[src/rtl/vend_pkg.sv]
// Package: shared types for the coin credit vend controller.
// Assumes a price of 15 cents built from 5-cent steps; the credit encoding
// is fixed so that the vend state is the only one with both bits set.
package vend_pkg;
    localparam int CREDIT_W = 2;

    typedef enum logic [CREDIT_W-1:0] {
        CR_0  = 2'b00,
        CR_5  = 2'b01,
        CR_10 = 2'b10,
        CR_15 = 2'b11
    } credit_e;
endpackage

[src/rtl/vend_credit_step.sv]
// Module: vend_credit_step
// Purely combinational next-credit logic. Applies one coin to the present
// credit, saturates at the price, treats the vend state as a fresh start,
// and flags simultaneous coins (credit held in that case).
// Assumes coin inputs are already synchronous single-cycle pulses.
module vend_credit_step
    import vend_pkg::*;
(
    input  credit_e cur_i,
    input  logic    nickel_i,
    input  logic    dime_i,
    output credit_e nxt_o,
    output logic    dual_o
);
    logic [1:0] coin_sel;

    // Purpose: classify the coin pattern for this cycle.
    always_comb begin
        coin_sel = {dime_i, nickel_i};
        dual_o   = nickel_i & dime_i;
    end

    // Purpose: pick the next credit state from present credit and coin.
    always_comb begin
        nxt_o = cur_i;
        unique case (coin_sel)
            2'b01: begin
                unique case (cur_i)
                    CR_0:    nxt_o = CR_5;
                    CR_5:    nxt_o = CR_10;
                    CR_10:   nxt_o = CR_15;
                    default: nxt_o = CR_5;
                endcase
            end
            2'b10: begin
                unique case (cur_i)
                    CR_0:    nxt_o = CR_10;
                    CR_5:    nxt_o = CR_15;
                    CR_10:   nxt_o = CR_15;
                    default: nxt_o = CR_10;
                endcase
            end
            2'b00: begin
                nxt_o = (cur_i == CR_15) ? CR_0 : cur_i;
            end
            default: begin
                nxt_o = cur_i;
            end
        endcase
    end
endmodule

[src/rtl/vend_state_reg.sv]
// Module: vend_state_reg
// Holds the credit state and the sticky coin-fault flag. Both clear on a
// synchronous active-low reset; the flag then only ever sets.
// Assumes the next-state input already encodes hold on illegal input.
module vend_state_reg
    import vend_pkg::*;
(
    input  logic    clk,
    input  logic    rst_n,
    input  credit_e nxt_i,
    input  logic    dual_i,
    output credit_e cur_o,
    output logic    err_o
);
    // Purpose: register the credit state.
    always_ff @(posedge clk) begin
        if (!rst_n) begin
            cur_o <= CR_0;
        end else begin
            cur_o <= nxt_i;
        end
    end

    // Purpose: latch a simultaneous-coin fault until reset.
    always_ff @(posedge clk) begin
        if (!rst_n) begin
            err_o <= 1'b0;
        end else if (dual_i) begin
            err_o <= 1'b1;
        end
    end
endmodule

[src/rtl/vend_release_dec.sv]
// Module: vend_release_dec
// Release output decoder. MEALY_OUT=0 decodes the vend state alone
// (both credit bits set); MEALY_OUT=1 flags the coin that completes the
// price in the same cycle. Assumes the encoding from vend_pkg.
module vend_release_dec
    import vend_pkg::*;
#(
    parameter bit MEALY_OUT = 1'b0
) (
    input  credit_e cur_i,
    input  logic    nickel_i,
    input  logic    dime_i,
    output logic    release_o
);
    generate
        if (MEALY_OUT) begin : g_transition
            logic single_coin;
            // Purpose: raise release on the transition that reaches the price.
            always_comb begin
                single_coin = nickel_i ^ dime_i;
                release_o   = ((cur_i == CR_10) & single_coin)
                            | ((cur_i == CR_5) & dime_i & ~nickel_i);
            end
        end else begin : g_state
            logic [CREDIT_W-1:0] bits;
            // Purpose: raise release while in the vend state.
            always_comb begin
                bits      = cur_i;
                release_o = bits[1] & bits[0];
            end
        end
    endgenerate
endmodule

[src/rtl/vend_ctrl.sv]
// Module: vend_ctrl (top)
// Coin credit vend controller: five- and ten-cent pulses build credit to a
// fifteen-cent price, release strobes one item, no change is returned.
// Assumes single-cycle synchronous coin pulses and a synchronous reset.
module vend_ctrl
    import vend_pkg::*;
#(
    parameter bit MEALY_OUT = 1'b0
) (
    input  logic clk,
    input  logic rst_n,
    input  logic nickel_i,
    input  logic dime_i,
    output logic release_o,
    output logic coin_err_o
);
    credit_e credit_q;
    credit_e credit_d;
    logic    dual_coin;

    vend_credit_step u_step (
        .cur_i    (credit_q),
        .nickel_i (nickel_i),
        .dime_i   (dime_i),
        .nxt_o    (credit_d),
        .dual_o   (dual_coin)
    );

    vend_state_reg u_reg (
        .clk    (clk),
        .rst_n  (rst_n),
        .nxt_i  (credit_d),
        .dual_i (dual_coin),
        .cur_o  (credit_q),
        .err_o  (coin_err_o)
    );

    vend_release_dec #(
        .MEALY_OUT (MEALY_OUT)
    ) u_rel (
        .cur_i     (credit_q),
        .nickel_i  (nickel_i),
        .dime_i    (dime_i),
        .release_o (release_o)
    );
endmodule

[config.mk]
export PLATFORM = sky130hd
export DESIGN_NAME = vend_ctrl
export DESIGN_NICKNAME = d
export VERILOG_FILES = /design/src/rtl/vend_pkg.sv /design/src/rtl/vend_credit_step.sv /design/src/rtl/vend_state_reg.sv /design/src/rtl/vend_release_dec.sv /design/src/rtl/vend_ctrl.sv
export SDC_FILE = /design/constraint.sdc
export NUM_CORES = 1
export LEC_CHECK = 0
export CAP_MARGIN = 20
export CELL_PAD_IN_SITES_DETAIL_PLACEMENT = 1
export CELL_PAD_IN_SITES_GLOBAL_PLACEMENT = 2
export CORE_AREA = 3 3 40 42
export CTS_CLUSTER_DIAMETER = 30
export DETAILED_ROUTE_END_ITERATION = 16
export DIE_AREA = 0 0 43 45
export GPL_TIMING_DRIVEN = 0
export PLACE_DENSITY = 0.58
export SLEW_MARGIN = 25
export SYNTH_ARGS = -nofsm -noshare
export SYNTH_HDL_FRONTEND = slang
export SYNTH_HIERARCHICAL = 1
export SYNTH_SLANG_ARGS = --single-unit
[constraint.sdc]
create_clock -name clk -period 1.7 [get_ports clk]
set_input_delay 0.34 -clock clk [delete_from_list [all_inputs] [get_ports clk]]
set_output_delay 0.34 -clock clk [all_outputs]
set_load 0.005 [all_outputs]
==> flow_summary.toml <==
[global_route]
grt-ovfl-total = 0
grt_max_degree = 6
antenna_found_initial = 0
grt_pass1_wl_um = 710
grt_pass1_vias = 181
grt_usage_pct = 5.57

[finish]
n_antenna_cell = 0
nets = 37
syn_to_final_growth_pct = 49.0
final_area_um2 = 289
layout_common_cells = "clkdlybuf4s50_1, inv_1"
drive_above_1_share_pct = 17.2

[timing]
slew_headroom_pct = 89.6
tightest_slew_ns = 0.155
tns_ns = 0
slew_violations = 0
finalSetupViolCount = 0
finalCritPeriodShare_pct = 93.7
max_freq_ghz = 0.628
rsz0062_at_grt = "false"
hold_viol_final = 0
timing.final.crit_period_ns = 1.59
skew_ns = 0.000660

[hold_path]
hp-start = "u_reg/err_o$_SDFFE_PN0P_"
hp-class = "flip-flop to flip-flop"

[floorplan]
start_util_pct = 15.1
fp-row-count = 13
fp.dieH_um = 45
dieWidth_um = 43
coreArea_um2 = 1280
io_pins = 6
dieArea_um2 = 1940

[worst_setup_path]
cp_slowest_cell = "clkdlybuf4s50_1"
slowest_delay_ns = 0.49
worstPathArrival_ns = 1.25
cp_num_buf_inv = 1
rr_startpoint = "u_reg/cur_o[0]$_SDFF_PN0_"
endpoint_kind = "primary output"
worstPathMaxFanout = 5
crit_path_start = "u_reg/cur_o[0]$_SDFF_PN0_"
critical_path_class = "flip-flop to primary output"
critPathTopFamily = "buffers and inverters"
cp_cell_sequence = "and2_1 > clkdlybuf4s50_1"
startpoint_type = "flip-flop"
required_ns = 1.36
r2r_slack_ns = 0.23

[power]
intPower_w = 0.000196
combPwrFrac_pct = 19.4
switching_share_pct = 23.4
clock_power_share_pct = 48.0
leakage_nw = 0.126
ir_worst_vdd_v = 0.000325
p_switching_w = 0.0000599
power_frac_seq_pct = 32.6
power.density_nw_per_um2 = 887

[drt]
vias_per_cell = 3.59
drt-initial-drc-count = 0
drtPass1Iterations = 1
vias = 158
wl_per_cell_um = 9.11
wl_um = 401
drcViolationCount = 0
drtAntennaViolNets = 0

[logic_synthesis]
yosysTopAreaCellShare_pct = 31.0
synthCells = 20
ys_ff_latch = 3
ys_seq_area_share_pct = 31.0
ys_top_cells_by_area = "dfxtp_1, ha_1, mux4_2, and2_1, inv_1"
yosys_warnings = 6
synth_top_cell_by_area = "dfxtp_1"
synth_fp_nets = 27
synth_cell_types = 9
syn_area_per_cell_um2 = 9.70
netlist_area_um2 = 194

[cts]
h-tree-depth = 1
clk_latency_ns = 0.23
cts_tree = "done"
cts_hold_buffers = 0
clockBufferDepth = 2
cts_resized = 0
cts.sinks = 3
clk_pin_slew_worst_paths_ns = 0.04
cts_buffers = 3
cts-root-buf = "clkbuf_4"
post_cts_buffers = 0

[placement]
post-dp-hpwl_um = 306
gp_congestion = 0.611
place_area_um2 = 263
io_buffers = 5

[run]
maxCapViolations = 0

[run_status]
status = "complete, no violations"
stage by stage:
| step | power (W) | util, % | hold WS, ns | setup slack [ns] | instances |
|---|---|---|---|---|---|
| 3_3_place_gp | 0.000134 | 20.4 | 0.452 | 0.0387 | 40 |
| 6_report | 0.000256 | 22.5 | 0.479 | 0.107 | 44 |
| 5_1_grt | 0.000278 | 22.5 | 0.494 | 0.0326 | 44 |
| 4_1_cts | 0.000265 | 22.5 | 0.478 | 0.0862 | 44 |
| 3_5_place_dp | 0.000135 | 20.4 | 0.464 | 0.0603 | 40 |
| 2_1_floorplan | 0.000113 | - | 0.457 | 0.326 | 20 |
sequential cells by signal (all words and copies together) (netlist names):
register and count:
u_reg/cur_o 2, u_reg/err_o 1
final timing paths:
check                              endpoint  depth (start not counted)
setup reg to reg  u_reg/cur_o[0]$_SDFF_PN0_                          5
setup / recovery                  release_o                          2
hold reg to reg    u_reg/err_o$_SDFFE_PN0P_                          1
hold / removal     u_reg/err_o$_SDFFE_PN0P_                          1
logic make-up after synthesis:
family | share of synthesized area (%)
muxes | 11.6
AOI/OAI and AO/OA | 8.39
and+or+nand+nor | 20.0
buffers and inverters | 9.68
DFF | 31.0
adders and majority gates | 19.4
worst reg2reg max path, stage by stage (launching register included):
cell,delay (ns)
dfxtp_1,0.38
inv_1,0.06
ha_1,0.29
inv_1,0.04
mux4_2,0.45
and2_1,0.15
power groups by stage:
stage / Clock (W) / Combinational (W) / Sequential [W]
after global placement: 0 / 0.0000495 / 0.0000847
after global routing: 0.000138 / 0.0000561 / 0.0000845
after CTS: 0.000131 / 0.0000508 / 0.0000836
after floorplan: 0 / 0.0000295 / 0.0000834
final: 0.000123 / 0.0000499 / 0.0000835
after detailed placement: 0 / 0.0000497 / 0.0000848
per-layer routing:
layer	share of wire [%]	GRT usage [%]
met5	0	0
met3	8.0	1.99
met1	45	6.25
met2	47	6.29
met4	0	9.04
synthesized netlist by cell type (all sizes together):
cell type and count:
ha 3, mux4 1, dfxtp 3, inv 5, nand2b 2, and2 4, o21a 1, a32oi 1
area by class of cell:
class,instances,area (um^2)
Clock buffer,4,26.3
Fill cell,157,996
Inverter,5,18.8
Multi-Input combinational cell,12,115
Sequential cell,3,60.1
Tap cell,15,18.8
Timing Repair Buffer,5,50.0
(Power assumes the default switching activity.)
